[config.mk]
export PLATFORM = sky130hd
export DESIGN_NAME = sflash_xfer_ctrl
export DESIGN_NICKNAME = d
export VERILOG_FILES = /design/src/rtl/sfx_pkg.sv /design/src/rtl/sfx_regs.sv /design/src/rtl/sfx_shifter.sv /design/src/rtl/sfx_ctrl.sv /design/src/rtl/sflash_xfer_ctrl.sv
export SDC_FILE = /design/constraint.sdc
export NUM_CORES = 1
export LEC_CHECK = 0
export ABC_AREA = 1
export BUFFER_PORTS_ARGS = -buffer_cell sky130_fd_sc_hd__buf_4
export CAP_MARGIN = 20
export CORE_MARGIN = 2
export CORE_UTILIZATION = 40
export CTS_BUF_LIST = sky130_fd_sc_hd__clkbuf_8
export DETAILED_ROUTE_END_ITERATION = 7
export PLACE_DENSITY_LB_ADDON = 0.25
export SKIP_LAST_GASP = 1
export SLEW_MARGIN = 5
export SYNTH_ARGS = -nofsm -noshare
export SYNTH_HDL_FRONTEND = slang
export SYNTH_SLANG_ARGS = --single-unit
[constraint.sdc]
create_clock -name clk -period 2 [get_ports clk]
set_input_delay 0.2 -clock clk [delete_from_list [all_inputs] [get_ports clk]]
set_output_delay 0.2 -clock clk [all_outputs]
set_load 0.02 [all_outputs]
[src/rtl/sfx_pkg.sv]
package sfx_pkg;
  typedef enum logic [1:0] {ST_IDLE, ST_CMD, ST_DATA} sfx_state_e;

  localparam logic [3:0] A_CLK  = 4'd0;
  localparam logic [3:0] A_CTRL = 4'd1;
  localparam logic [3:0] A_IRQ  = 4'd2;
  localparam logic [3:0] A_LEN  = 4'd3;
  localparam logic [3:0] A_CNT  = 4'd4;
  localparam logic [3:0] A_CMD0 = 4'd5;

  localparam logic [7:0] READ_FILL = 8'hFF;
endpackage

[src/rtl/sfx_regs.sv]
module sfx_regs
  import sfx_pkg::*;
#(
  parameter int CMD_N = 5,
  parameter int DIV_W = 7
) (
  input  logic                   clk,
  input  logic                   rst_n,
  input  logic                   wr,
  input  logic [3:0]             addr,
  input  logic [7:0]             wdata,
  output logic [7:0]             rdata,
  input  logic                   busy,
  input  logic                   fin_set,
  input  logic                   mid_set,
  input  logic [7:0]             byte_cnt,
  output logic                   trig,
  output logic [DIV_W-1:0]       div,
  output logic [2:0]             ncmd_eff,
  output logic                   data_en,
  output logic                   rd_mode,
  output logic [7:0]             len,
  output logic [3:0]             mid_cnt,
  output logic [CMD_N-1:0][7:0]  cmd_bytes,
  output logic                   fin_flag,
  output logic                   mid_flag
);
  logic       en_q;
  logic [2:0] ncmd_q;
  logic       cfg_wr;
  logic       irq_wr;

  assign cfg_wr = wr && !busy;
  assign irq_wr = wr && (addr == A_IRQ);

  always_ff @(posedge clk or negedge rst_n) begin
    if (!rst_n) begin
      en_q    <= 1'b0;
      div     <= '0;
      ncmd_q  <= '0;
      data_en <= 1'b0;
      rd_mode <= 1'b0;
      len     <= '0;
      mid_cnt <= '0;
    end else if (cfg_wr) begin
      case (addr)
        A_CLK: begin
          en_q <= wdata[7];
          div  <= wdata[DIV_W-1:0];
        end
        A_CTRL: begin
          data_en <= wdata[4];
          rd_mode <= wdata[3];
          ncmd_q  <= wdata[2:0];
        end
        A_LEN: len <= wdata;
        A_IRQ: mid_cnt <= wdata[7:4];
        default: ;
      endcase
    end
  end

  always_ff @(posedge clk or negedge rst_n) begin
    if (!rst_n) begin
      cmd_bytes <= '0;
    end else if (cfg_wr) begin
      for (int i = 0; i < CMD_N; i++) begin
        if (addr == A_CMD0 + 4'(i)) cmd_bytes[i] <= wdata;
      end
    end
  end

  always_ff @(posedge clk or negedge rst_n) begin
    if (!rst_n) begin
      fin_flag <= 1'b0;
      mid_flag <= 1'b0;
    end else begin
      fin_flag <= fin_set | (fin_flag & ~(irq_wr & wdata[0]));
      mid_flag <= mid_set | (mid_flag & ~(irq_wr & wdata[1]));
    end
  end

  assign trig     = cfg_wr && (addr == A_CTRL) && en_q && (div != '0);
  assign ncmd_eff = (ncmd_q == 3'd0 || ncmd_q > 3'(CMD_N)) ? 3'(CMD_N) : ncmd_q;

  always_comb begin
    rdata = 8'h00;
    case (addr)
      A_CLK: begin
        rdata    = 8'(div);
        rdata[7] = en_q;
      end
      A_CTRL: rdata = {3'b000, data_en, rd_mode, ncmd_q};
      A_IRQ:  rdata = {mid_cnt, 2'b00, mid_flag, fin_flag};
      A_LEN:  rdata = len;
      A_CNT:  rdata = byte_cnt;
      default: begin
        for (int i = 0; i < CMD_N; i++) begin
          if (addr == A_CMD0 + 4'(i)) rdata = cmd_bytes[i];
        end
      end
    endcase
  end

  // the length register does not move while a transfer runs
  a_r11_len_frozen: assert property (@(posedge clk) disable iff (!rst_n)
    busy && $past(busy) |-> $stable(len));

  // the finish flag holds until it is cleared by software
  a_r10_fin_sticky: assert property (@(posedge clk) disable iff (!rst_n)
    fin_flag && !(irq_wr && wdata[0]) |=> fin_flag);
endmodule

[src/rtl/sfx_shifter.sv]
module sfx_shifter #(
  parameter int DIV_W = 7
) (
  input  logic             clk,
  input  logic             rst_n,
  input  logic [DIV_W-1:0] div,
  input  logic             start,
  input  logic [7:0]       tx_byte,
  input  logic             miso,
  output logic             sck,
  output logic             mosi,
  output logic             done,
  output logic [7:0]       rx_byte
);
  logic             active;
  logic [DIV_W-1:0] cnt;
  logic [DIV_W-1:0] half;
  logic [2:0]       bitn;
  logic [7:0]       txsr;

  assign half = div >> 1;
  assign sck  = active && (cnt > half);
  assign mosi = txsr[7];

  always_ff @(posedge clk or negedge rst_n) begin
    if (!rst_n) begin
      active  <= 1'b0;
      cnt     <= '0;
      bitn    <= '0;
      txsr    <= '0;
      rx_byte <= '0;
      done    <= 1'b0;
    end else begin
      done <= 1'b0;
      if (!active) begin
        if (start) begin
          active <= 1'b1;
          cnt    <= '0;
          bitn   <= '0;
          txsr   <= tx_byte;
        end
      end else begin
        if (cnt == half) rx_byte <= {rx_byte[6:0], miso};
        if (cnt == div) begin
          cnt  <= '0;
          txsr <= {txsr[6:0], 1'b0};
          if (bitn == 3'd7) begin
            active <= 1'b0;
            done   <= 1'b1;
          end else begin
            bitn <= bitn + 3'd1;
          end
        end else begin
          cnt <= cnt + 1'b1;
        end
      end
    end
  end

  // MOSI holds while SCK stays high
  a_r3_mosi_steady_high: assert property (@(posedge clk) disable iff (!rst_n)
    sck && $past(sck) |-> $stable(mosi));
endmodule

[src/rtl/sfx_ctrl.sv]
module sfx_ctrl
  import sfx_pkg::*;
#(
  parameter int CMD_N = 5
) (
  input  logic                  clk,
  input  logic                  rst_n,
  input  logic                  trig,
  input  logic [2:0]            ncmd_eff,
  input  logic                  data_en,
  input  logic                  rd_mode,
  input  logic [7:0]            len,
  input  logic [3:0]            mid_cnt,
  input  logic [CMD_N-1:0][7:0] cmd_bytes,
  input  logic                  tx_valid,
  input  logic [7:0]            tx_data,
  output logic                  tx_ready,
  output logic                  rx_valid,
  output logic [7:0]            rx_data,
  input  logic                  rx_ready,
  output logic                  sh_start,
  output logic [7:0]            sh_byte,
  input  logic                  sh_done,
  input  logic [7:0]            sh_rx,
  output logic                  busy,
  output logic                  cs_n,
  output logic [7:0]            byte_cnt,
  output logic                  fin_set,
  output logic                  mid_set
);
  sfx_state_e state;
  logic       pend;
  logic [2:0] idx;
  logic [7:0] cnt_nx;
  logic       last_cmd;

  assign busy     = (state != ST_IDLE);
  assign tx_ready = (state == ST_DATA) && !rd_mode && !pend;
  assign cnt_nx   = byte_cnt + 8'd1;
  assign last_cmd = (idx == ncmd_eff - 3'd1);

  always_comb begin
    sh_start = 1'b0;
    sh_byte  = READ_FILL;
    case (state)
      ST_CMD: begin
        sh_start = !pend;
        sh_byte  = cmd_bytes[idx];
      end
      ST_DATA: begin
        if (rd_mode) begin
          sh_start = !pend && !rx_valid;
        end else begin
          sh_start = tx_ready && tx_valid;
          sh_byte  = tx_data;
        end
      end
      default: ;
    endcase
  end

  always_ff @(posedge clk or negedge rst_n) begin
    if (!rst_n) begin
      state    <= ST_IDLE;
      pend     <= 1'b0;
      idx      <= '0;
      byte_cnt <= '0;
      cs_n     <= 1'b1;
      rx_valid <= 1'b0;
      rx_data  <= '0;
      fin_set  <= 1'b0;
      mid_set  <= 1'b0;
    end else begin
      fin_set <= 1'b0;
      mid_set <= 1'b0;
      if (rx_valid && rx_ready) rx_valid <= 1'b0;
      if (sh_start) pend <= 1'b1;
      case (state)
        ST_IDLE: begin
          if (trig) begin
            state    <= ST_CMD;
            cs_n     <= 1'b0;
            idx      <= '0;
            byte_cnt <= '0;
            pend     <= 1'b0;
          end
        end
        ST_CMD: begin
          if (sh_done) begin
            pend <= 1'b0;
            idx  <= idx + 3'd1;
            if (last_cmd) begin
              if (data_en && len != 8'd0) begin
                state <= ST_DATA;
              end else begin
                state   <= ST_IDLE;
                cs_n    <= 1'b1;
                fin_set <= 1'b1;
              end
            end
          end
        end
        ST_DATA: begin
          if (sh_done) begin
            pend     <= 1'b0;
            byte_cnt <= cnt_nx;
            if (rd_mode) begin
              rx_valid <= 1'b1;
              rx_data  <= sh_rx;
            end
            if (mid_cnt != 4'd0 && cnt_nx == {mid_cnt, 4'b0000}) mid_set <= 1'b1;
            if (cnt_nx == len) begin
              state   <= ST_IDLE;
              cs_n    <= 1'b1;
              fin_set <= 1'b1;
            end
          end
        end
        default: state <= ST_IDLE;
      endcase
    end
  end

  // a pending received byte is held unchanged
  a_r7_rx_hold: assert property (@(posedge clk) disable iff (!rst_n)
    rx_valid && !rx_ready |=> rx_valid && $stable(rx_data));

  // the data phase never runs past the programmed length
  a_r9_cnt_below_len: assert property (@(posedge clk) disable iff (!rst_n)
    (state == ST_DATA) |-> (byte_cnt < len));
endmodule

[src/rtl/sflash_xfer_ctrl.sv]
module sflash_xfer_ctrl
  import sfx_pkg::*;
#(
  parameter int CMD_N = 5,
  parameter int DIV_W = 7
) (
  input  logic       clk,
  input  logic       rst_n,
  input  logic       cpu_wr,
  input  logic [3:0] cpu_addr,
  input  logic [7:0] cpu_wdata,
  output logic [7:0] cpu_rdata,
  output logic       busy,
  output logic       irq_fin,
  output logic       irq_mid,
  input  logic       tx_valid,
  output logic       tx_ready,
  input  logic [7:0] tx_data,
  output logic       rx_valid,
  input  logic       rx_ready,
  output logic [7:0] rx_data,
  output logic       spi_sck,
  output logic       spi_mosi,
  input  logic       spi_miso,
  output logic       spi_cs_n
);
  logic                  trig;
  logic [DIV_W-1:0]      div;
  logic [2:0]            ncmd_eff;
  logic                  data_en;
  logic                  rd_mode;
  logic [7:0]            len;
  logic [3:0]            mid_cnt;
  logic [CMD_N-1:0][7:0] cmd_bytes;
  logic                  fin_set;
  logic                  mid_set;
  logic [7:0]            byte_cnt;
  logic                  sh_start;
  logic [7:0]            sh_byte;
  logic                  sh_done;
  logic [7:0]            sh_rx;

  sfx_regs #(.CMD_N(CMD_N), .DIV_W(DIV_W)) u_regs (
    .clk(clk), .rst_n(rst_n), .wr(cpu_wr), .addr(cpu_addr), .wdata(cpu_wdata),
    .rdata(cpu_rdata), .busy(busy), .fin_set(fin_set), .mid_set(mid_set),
    .byte_cnt(byte_cnt), .trig(trig), .div(div), .ncmd_eff(ncmd_eff),
    .data_en(data_en), .rd_mode(rd_mode), .len(len), .mid_cnt(mid_cnt),
    .cmd_bytes(cmd_bytes), .fin_flag(irq_fin), .mid_flag(irq_mid)
  );

  sfx_ctrl #(.CMD_N(CMD_N)) u_ctrl (
    .clk(clk), .rst_n(rst_n), .trig(trig), .ncmd_eff(ncmd_eff),
    .data_en(data_en), .rd_mode(rd_mode), .len(len), .mid_cnt(mid_cnt),
    .cmd_bytes(cmd_bytes), .tx_valid(tx_valid), .tx_data(tx_data),
    .tx_ready(tx_ready), .rx_valid(rx_valid), .rx_data(rx_data),
    .rx_ready(rx_ready), .sh_start(sh_start), .sh_byte(sh_byte),
    .sh_done(sh_done), .sh_rx(sh_rx), .busy(busy), .cs_n(spi_cs_n),
    .byte_cnt(byte_cnt), .fin_set(fin_set), .mid_set(mid_set)
  );

  sfx_shifter #(.DIV_W(DIV_W)) u_shift (
    .clk(clk), .rst_n(rst_n), .div(div), .start(sh_start), .tx_byte(sh_byte),
    .miso(spi_miso), .sck(spi_sck), .mosi(spi_mosi), .done(sh_done),
    .rx_byte(sh_rx)
  );

  // no SCK pulse outside an asserted chip select
  a_r4_cs_covers_sck: assert property (@(posedge clk) disable iff (!rst_n)
    spi_sck |-> !spi_cs_n);
endmodule

-- Word level (Yosys, flattened, before mapping)
Cells that the tools add are included.
- bits in read-only memories: 0
- register bits: 121
- logic and storage cells: 184
- input port bits: 26
- bits in writable memories: 0
- output and inout bits: 24
- bits in latches: 0
- memories: 0
- order comparisons: 3
- shifts and indexed selects: 0
- bitwise logic cells: 8
- multiplexer cells: 67
- div/mod/pow operators: 0
- equal/unequal tests: 25
- add/subtract/negate cells: 5
- multipliers: 0
- reduce and logical (&&, ||, !) cells: 47
- operators with widths (cell ; number):
    8-bit 2-to-1 mux ; 12
    8-bit case mux with 5 select lines ; 1
    8-bit case mux with 2 select lines ; 2
    1-bit 2-to-1 mux ; 29
    8-bit binary-select mux with 3-bit select ; 1
    2-bit AND reduction ; 11
    3-bit 2-to-1 mux ; 7
    7-bit 2-to-1 mux ; 3
    4-bit by 3-bit equality test with 1-bit output (second input constant) ; 4
    8-bit equality test ; 2
    1-bit logical AND ; 13
    2-bit 2-to-1 mux ; 6
    3-bit AND reduction ; 4
    2-bit inequality test (second input constant) ; 5
    8-bit by 1-bit adder with 8-bit output (second input constant) ; 1
    4-bit by 2-bit equality test with 1-bit output (second input constant) ; 2
    4-bit equality test (second input constant) ; 2
    2-bit nonzero test ; 4
    8-bit nonzero test ; 1
    7-bit by 1-bit adder with 7-bit output (second input constant) ; 1
    7-bit by 6-bit equality test with 1-bit output ; 1
    7-bit equality test ; 1
    7-bit by 6-bit greater-than comparator with 1-bit output ; 1
    7-bit AND reduction ; 1
    other kinds (27) ; 40

-- Longest topological paths before layout
Gate-level depths: netlist of run 1.
- word-level depth: 9
- gate-level depth with buffers: 14
- gate-level depth less buffers: 14

-- Hierarchy
Synthesis of run 1 repeated with hierarchy kept, for this count alone.
- cells, all modules: 917
- area, all modules: 6982.9 um^2
- by module, submodules not included (module ; cells an instance ; seq. area each (um^2) ; area each (um^2) ; instances):
    sfx_regs ; 399 ; 1676.6 ; 3249.4 ; 1
    sfx_ctrl ; 317 ; 651.9 ; 2117.0 ; 1
    sfx_shifter ; 201 ; 700.7 ; 1616.6 ; 1

-- Worst setup path before layout of run 1
OpenSTA, ideal clock, no wires.
- kind: register to register
- from: register u_regs.ncmd_q[0]
- to: register u_ctrl.state[1]
- period minus slack after synthesis: 1.843 ns
- stages on the path, launching flop included: 13
- setup time: 0.117 ns
- path slack: 0.157 ns
- data arrival time: 1.725 ns
- buffers on the path: 0
- data required time: 1.883 ns
- cells stage by stage: dfrtp_1 -> inv_1 -> nand3_1 -> nand3_1 -> inv_1 -> ha_1 -> xnor2_1 -> xor2_1 -> nand3_1 -> a21oi_4 -> nand2_2 -> nand2_1 -> o21ai_2
- word-level cells in the longest chain between the ends: 7
- elaborated cells on any way between the ends: 8
- those cells by class: 1 x add/sub; 1 x order compare; 2 x eq/ne; 1 x mux; 3 x reduce/logical
- ends and longest elaborated chain (item ; RTL line ; source):
    start, declared ; sfx_regs.sv:29 ; logic [2:0] ncmd_q;
    start signal, assigned ; sfx_regs.sv:54 ; ncmd_q <= wdata[2:0];
    3-bit greater-than comparator or 3-bit zero test (tied branches) ; sfx_regs.sv:84 ; assign ncmd_eff = (ncmd_q == 3'd0 || ncmd_q > 3'(CMD_N)) ? 3'(CMD_N) : ncmd_q;
    1-bit logical OR ; sfx_regs.sv:84 ;
    3-bit 2-to-1 mux (*) ; sfx_regs.sv:84 ;
    3-bit by 1-bit subtractor with 3-bit output (*) ; sfx_ctrl.sv:40 ; assign last_cmd = (idx == ncmd_eff - 3'd1);
    3-bit equality test (*) ; sfx_ctrl.sv:40 ;
    2-bit by 1-bit inequality test with 1-bit output (no line) (*) ; -- ;
    5-bit AND reduction (no line) (*) ; -- ;
    end signal, assigned ; sfx_ctrl.sv:64 ; state <= ST_IDLE;
    end signal, assigned ; sfx_ctrl.sv:81 ; state <= ST_CMD;
    end signal, assigned ; sfx_ctrl.sv:94 ; state <= ST_DATA;
    end, declared ; sfx_ctrl.sv:31 ; sfx_state_e state;
Mark *: on every way between the ends. The rest lies on a longest branch, timed or not.
A chain may end at the register's enable or synchronous reset.

-- Worst setup path after layout of run 1
- from: register u_regs.div[2]
- to: output port spi_sck
- word-level cells in the longest chain between the ends: 2
- ends and longest elaborated chain (item ; RTL line ; source):
    start, declared ; sfx_regs.sv:18 ; output logic [DIV_W-1:0] div,
    start signal, assigned ; sfx_regs.sv:49 ; div <= wdata[DIV_W-1:0];
    7-bit by 6-bit greater-than comparator with 1-bit output ; sfx_shifter.sv:22 ; assign sck = active && (cnt > half);
    1-bit logical AND ; sfx_shifter.sv:22 ;
    end, declared ; sflash_xfer_ctrl.sv:22 ; output logic spi_sck,
No other way between the ends.

==> results.yml, run 1 <==
power_and_ir_drop:
  p_comb_share_pct: 45.9
  switchingPower_w: 0.00503
  pwr-share-seq_pct: 35.9
  pwr-share-clk_pct: 18.2
  powerDensity_nw_per_um2: 1440
  p_int_w: 0.00660
  peakVddDrop_mv: 0.667
  swShare_pct: 43.2
  power_leakage_nw: 3.75
  p_total_w: 0.0116
setup_path:
  reg2reg_from: "u_ctrl.state[1]"
  r2r_slack_ps: 130
  arrival_ps: 1900
  critPathMaxFanout: 3
  end_kind: "output pin"
  reg2reg_depth: 13
  startpoint_type: "flop"
  reg2reg_to: "u_ctrl.state[1]"
  cp.required_ps: 1800
  worst-setup-path-type: "reg -> out"
timing:
  finClkSkew_ps: 14.7
  setup_tns_ps: -102
  fmax_mhz: 476
  drv_slew: 0
  hold_violations: 0
  grt_setup_unrepaired: "yes"
  timing.final.ws_setup_ps: -102
  worst_pin_slew_ps: 494
  fin_crit_sh_pct: 105
  setup_viol: 1
  fin_crit_ps: 2100
  slew_headroom_pct: 67.0
route:
  via_count: 5885
  drt_wl_total_mm: 18.1
  drc: 0
  drt_first_pass_iters: 5
  final_antenna_net_count: 0
  vias_per_cell: 5.14
  drt_iter0_markers: 416
  wl_per_cell_um: 15.8
grt:
  grt_max_degree: 61
  grt_overflow: 0
  grt_pass1_vias: 5529
  grt_pass1_wl_mm: 29.3
  grt_util_all_layers_pct: 21.2
  antenna_found_initial: 0
synth:
  synth_nets: 866
  dominantRegCellSynth: "dfrtp_1"
  seq_area_frac_synth_pct: 45.9
  ys_async_sr_fraction_pct: 100
  synth_edf_count: 0
  synth_cells: 822
  yosysWarnings: 0
  ys_ff_latch: 121
  synth_cell_types: 44
  syn_avg_cell_area_um2: 8.04
  synthesis.area_um2: 6610
placed_design:
  port_buffers: 49
  gp_congestion: 0.924
  hpwl_mm: 13.2
run_status:
  violations: "negative setup slack"
  status: "complete, but fails checks"
finish:
  area_growth_pct: 22.6
  n_fill_cell: 1567
  seqCellArea_um2: 3030
  fin_util_pct: 50.6
  nets: 959
  drive_above_1_share_pct: 22.4
  multi_input_comb_area_um2: 3250
  antenna_cells: 0
clock_tree:
  htree_levels: 4
  clk_latency_ps: 450
  clk_path_buf_depth: 2
  numCtsBuffers: 17
  path_clk_slew_ps: 80
  cts_tree: "built"
  cts_root_buf: "clkbuf_8"
  cts_sinks: 121
floorplan:
  initial_core_util_pct: 41.3
  io_pins: 50
  core_um2: 16000
  fp.dieW_um: 133
  die_h_um: 133
  dieArea_um2: 17600
  rows: 46
min_path:
  hold_path_startpoint: "cpu_wr"
  hold_end: "u_regs.mid_flag"
  min_path_type: "in -> reg"
  worstHoldPathCells: 4
flow_run:
  maxCapViolCount: 0
==> state kept, by name, summed over array words and instances, names as in the netlist, 3 cells and up <==
| signal | count |
|---|---|
| u_shift.bitn | 3 |
| u_ctrl.idx | 3 |
| u_shift.txsr | 8 |
| u_regs.mid_cnt | 4 |
| u_ctrl.byte_cnt | 8 |
| u_regs.ncmd_q | 3 |
| u_regs.div | 7 |
| u_regs.cmd_bytes | 40 |
| u_regs.len | 8 |
| u_shift.cnt | 7 |
| u_ctrl.rx_data | 8 |
| u_shift.rx_byte | 8 |
==> cell type report <==
cell class              instances  area share (%)
inverters                     103            4.85
repair buffers                 98            9.63
flip-flops and latches        121            37.4
well taps                     216            3.34
clock buffers                  17            2.89
clock inverters                15            1.76
multi-input cells             574            40.1
==> cell usage after synthesis (3+ instances only) <==
library cell / number / area [um^2]
o2111ai_1: 3 / 26.3
o21ai_0: 127 / 636
nand4_1: 19 / 119
a221oi_1: 11 / 96.3
buf_2: 7 / 35.0
xor2_1: 9 / 78.8
xnor2_1: 7 / 61.3
inv_2: 5 / 18.8
o21ai_1: 14 / 70.1
or2_2: 4 / 25.0
nor2_1: 28 / 105
nor2_2: 5 / 31.3
nor3_1: 4 / 20.0
nand3_1: 58 / 290
nand2_2: 13 / 81.3
a211oi_1: 5 / 37.5
inv_1: 96 / 360
dfrtp_1: 120 / 3000
nand3_2: 3 / 30.0
nand2_1: 188 / 706
ha_1: 18 / 225
a21oi_1: 23 / 115
clkbuf_1: 14 / 52.6
o22ai_1: 18 / 113
==> power groups by stage <==
stage | Clock [W] | Sequential, W | Combinational [W]
3_3_place_gp | 0 | 0.00419 | 0.00457
4_1_cts | 0.00217 | 0.00415 | 0.00485
3_5_place_dp | 0 | 0.00420 | 0.00464
6_report | 0.00212 | 0.00417 | 0.00534
5_1_grt | 0.00228 | 0.00429 | 0.00603
2_1_floorplan | 0 | 0.00398 | 0.00331
==> critical path, stage by stage (launching register included) <==
cell and delay [ps]:
dfrtp_1 380, inv_2 70, ha_4 270, nand2_2 40
o21ai_2 100, nand3_1 70, nand2_1 90, o21ai_2 70
a211oi_2 190, buf_4 170
==> worst max path at each step <==
stage	from	to	depth (start not counted)
after floorplan	u_regs.ncmd_q[0]	u_ctrl.state[1]	12
after global placement	u_regs.ncmd_q[0]	u_ctrl.state[1]	12
after detailed placement	u_regs.ncmd_q[0]	u_ctrl.state[1]	12
after CTS	u_shift.cnt[2]	spi_sck	8
after global routing	u_shift.cnt[2]	spi_sck	8
final	u_regs.div[2]	spi_sck	9
==> cell usage in the layout (no fill, tap or decap), types with 14 or more instances in the layout <==
master    count
nand2_2      17
clkbuf_8     17
nand3_1      54
nand2_1     184
nor2_1       28
buf_4        90
a21oi_1      23
o21ai_1      14
o21ai_0     125
nand4_1      19
inv_1        89
o22ai_1      15
dfrtp_1     119
==> stage by stage <==
stage,hold WS (ps),std cells,setup slack (ps),cell area (um^2)
finish,91.8,1144,-102,8100
global route,112,1144,-233,8100
floorplan,-95.6,822,157,6610
CTS,66.5,1133,-212,7870
detailed placement,177,1093,24.9,7380
global placement,178,1093,57.0,7380
==> repair_timing <==
item	4_1_cts	5_1_grt
hold buffers	3	0
endpoints found under the hold margin	28	0
endpoints found under the setup margin	5	30
setup buffers	5	11
gates resized for setup	10	37
pin swaps	5	15
==> metal layers <==
metal  routed length, um  track usage, %
met3                 720            3.79
met1                8340            29.4
met5                   0               0
met4                 332            6.99
met2                8700            33.6
==> logic make-up after synthesis <==
| group | Yosys count | share of synthesized area [%] |
|---|---|---|
| and+or+nand+nor | 330 | 23.0 |
| xor gates and xnor gates | 16 | 2.12 |
| muxes | 1 | 0.170 |
| adders and majority gates | 18 | 3.41 |
| DFF | 121 | 45.9 |
| buffers and inverters | 127 | 7.65 |
| AOI/OAI and AO/OA | 209 | 17.7 |
No activity file was read; power rests on OpenSTA's default activity.
==> run 2, diff against run 1 <==
--- a/config.mk
+++ b/config.mk
@@ -13,7 +13,6 @@
 export CTS_BUF_LIST = sky130_fd_sc_hd__clkbuf_8
 export DETAILED_ROUTE_END_ITERATION = 7
 export PLACE_DENSITY_LB_ADDON = 0.25
-export SKIP_LAST_GASP = 1
 export SLEW_MARGIN = 5
 export SYNTH_ARGS = -nofsm -noshare
 export SYNTH_HDL_FRONTEND = slang
==> constraint.sdc (replaced) <==
create_clock -name clk -period 2 [get_ports clk]
set_input_delay 0.2 -clock clk [delete_from_list [all_inputs] [get_ports clk]]
set_output_delay 0.2 -clock clk [all_outputs]
set_load 0.01 [all_outputs]
==> results.yml, run 2 (synthesized netlist as in run 1, its figures left out) <==
floorplan:
  rows: 46
  fp.dieW_um: 133
  core_um2: 16000
  die_h_um: 133
  initial_core_util_pct: 41.3
  io_pins: 50
  dieArea_um2: 17600
timing:
  finClkSkew_ps: 6.61
  worst_pin_slew_ps: 540
  drv_slew: 0
  setup_viol: 2
  fin_crit_sh_pct: 103
  slew_headroom_pct: 63.9
  fin_crit_ps: 2070
  hold_violations: 0
  grt_setup_unrepaired: "yes"
  timing.final.ws_setup_ps: -66.8
  fmax_mhz: 484
route:
  final_antenna_net_count: 0
  drt_first_pass_iters: 7
  drt_wl_total_mm: 18.4
  via_count: 5941
  wl_per_cell_um: 16.1
  drt_iter0_markers: 426
  drc: 0
  vias_per_cell: 5.19
power_and_ir_drop:
  swShare_pct: 41.3
  switchingPower_w: 0.00501
  p_int_w: 0.00710
  powerDensity_nw_per_um2: 1470
  pwr-share-seq_pct: 34.6
  peakVddDrop_mv: 0.636
  pwr-share-clk_pct: 21.0
  power_leakage_nw: 3.79
  p_comb_share_pct: 44.5
finish:
  final_common_cell: "nand2_1"
  fin_util_pct: 51.4
  instances_no_fill: 1145
  largest_reg_flops: 40
  area_growth_pct: 24.5
  n_fill_cell: 1555
  drive_above_1_share_pct: 23.0
  antenna_cells: 0
  nets: 960
  largest_register: "u_regs.cmd_bytes"
  most-common-layout-cells: "nand2_1 (185), o21ai_0 (125), dfrtp_1 (117)"
grt:
  grtUsageMet2_pct: 34.5
  grt_util_all_layers_pct: 21.4
  use_met3_pct: 4.41
  grt_pass1_vias: 5626
  grt_util_met1_pct: 29.4
  grt_pass1_wl_mm: 29.7
  grt_overflow: 0
  grt_max_degree: 58
  antenna_found_initial: 0
  grt_busiest_layer: "met2"
setup_path:
  reg2reg_to: "u_ctrl.state[1]"
  crit_end: "spi_sck"
  critPathMaxFanout: 2
  end_kind: "output pin"
  reg2reg_depth: 11
  cp.required_ps: 1800
  startpoint_type: "flop"
  crit_start: "u_shift.cnt[1]"
  r2r_slack_ps: -10
  reg2reg_from: "u_regs.ncmd_q[1]"
  worst-setup-path-type: "reg -> out"
  arrival_ps: 1870
run_status:
  status: "complete, but fails checks"
  violations: "negative setup slack"
clock_tree:
  htree_levels: 4
  numCtsBuffers: 17
  path_clk_slew_ps: 80
  cts_tree: "built"
  cts_root_buf: "clkbuf_8"
  clk_path_buf_depth: 2
  cts_sinks: 121
  clk_latency_ps: 450
min_path:
  worstHoldPathCells: 4
  min_path_type: "in -> reg"
placed_design:
  gp_congestion: 0.893
  dp_slack_ps: 35.8
  hpwl_mm: 13.3
  port_buffers: 49
  placedCellCount: 1091
flow_run:
  maxCapViolCount: 0
run 2: critical path, cell delays in order, from the launching register on:
cell and delay, ps:
dfrtp_2 440, ha_4 280, nand2_2 50, o21ai_2 100
nand3_1 70, nand2_1 90, o21ai_2 60, a211oi_2 180
buf_4 150
run 2: power groups by stage:
stage          sequential (W)  combinational, W  clock (W)
5_1_grt               0.00429           0.00606    0.00269
3_3_place_gp          0.00417           0.00446          0
2_1_floorplan         0.00396           0.00324          0
4_1_cts               0.00415           0.00477    0.00257
3_5_place_dp          0.00419           0.00452          0
6_report              0.00418           0.00539    0.00254
run 2: worst min-delay path by stage:
stage                                     to    from  slack (ps)
after floorplan           u_ctrl.byte_cnt[0]   rst_n        -100
after global placement    u_ctrl.byte_cnt[5]   rst_n         180
after detailed placement       u_regs.len[3]   rst_n         180
after CTS                    u_regs.mid_flag  cpu_wr          80
after global routing         u_regs.mid_flag  cpu_wr         110
final                        u_regs.mid_flag  cpu_wr          90
run 2: final cells by class:
type                    count  area [um^2]  area share, %
well taps                 216          270           3.29
clock buffers              19          262           3.18
inverters                 103          393           4.78
clock inverters            13          191           2.33
repair buffers             99          795           9.66
flip-flops and latches    121         3030           36.9
multi-input cells         574         3280           39.9
run 2: what timing repair did:
item / 4_1_cts / 5_1_grt
pin swaps: 7 / 20
endpoints found under the setup margin: 8 / 27
hold buffers: 3 / 0
setup buffers: 4 / 15
endpoints found under the hold margin: 28 / 0
gates resized for setup: 15 / 40
run 2: metal layers:
metal	share of wire (%)	routed length [um]
met1	46	8570
met2	48	8780
met3	4.1	753
met4	1.9	342
met5	0	0
run 2: stage by stage:
stage                     total power, W  instance area (um^2)  setup TNS, ps  hold slack, ps
after global routing              0.0130                  8220           -541             109
after floorplan                  0.00720                  6610              0           -95.6
after global placement           0.00863                  7360              0             176
after CTS                         0.0115                  7940           -159            82.0
final                             0.0121                  8220          -77.0            89.8
after detailed placement         0.00870                  7360              0             177
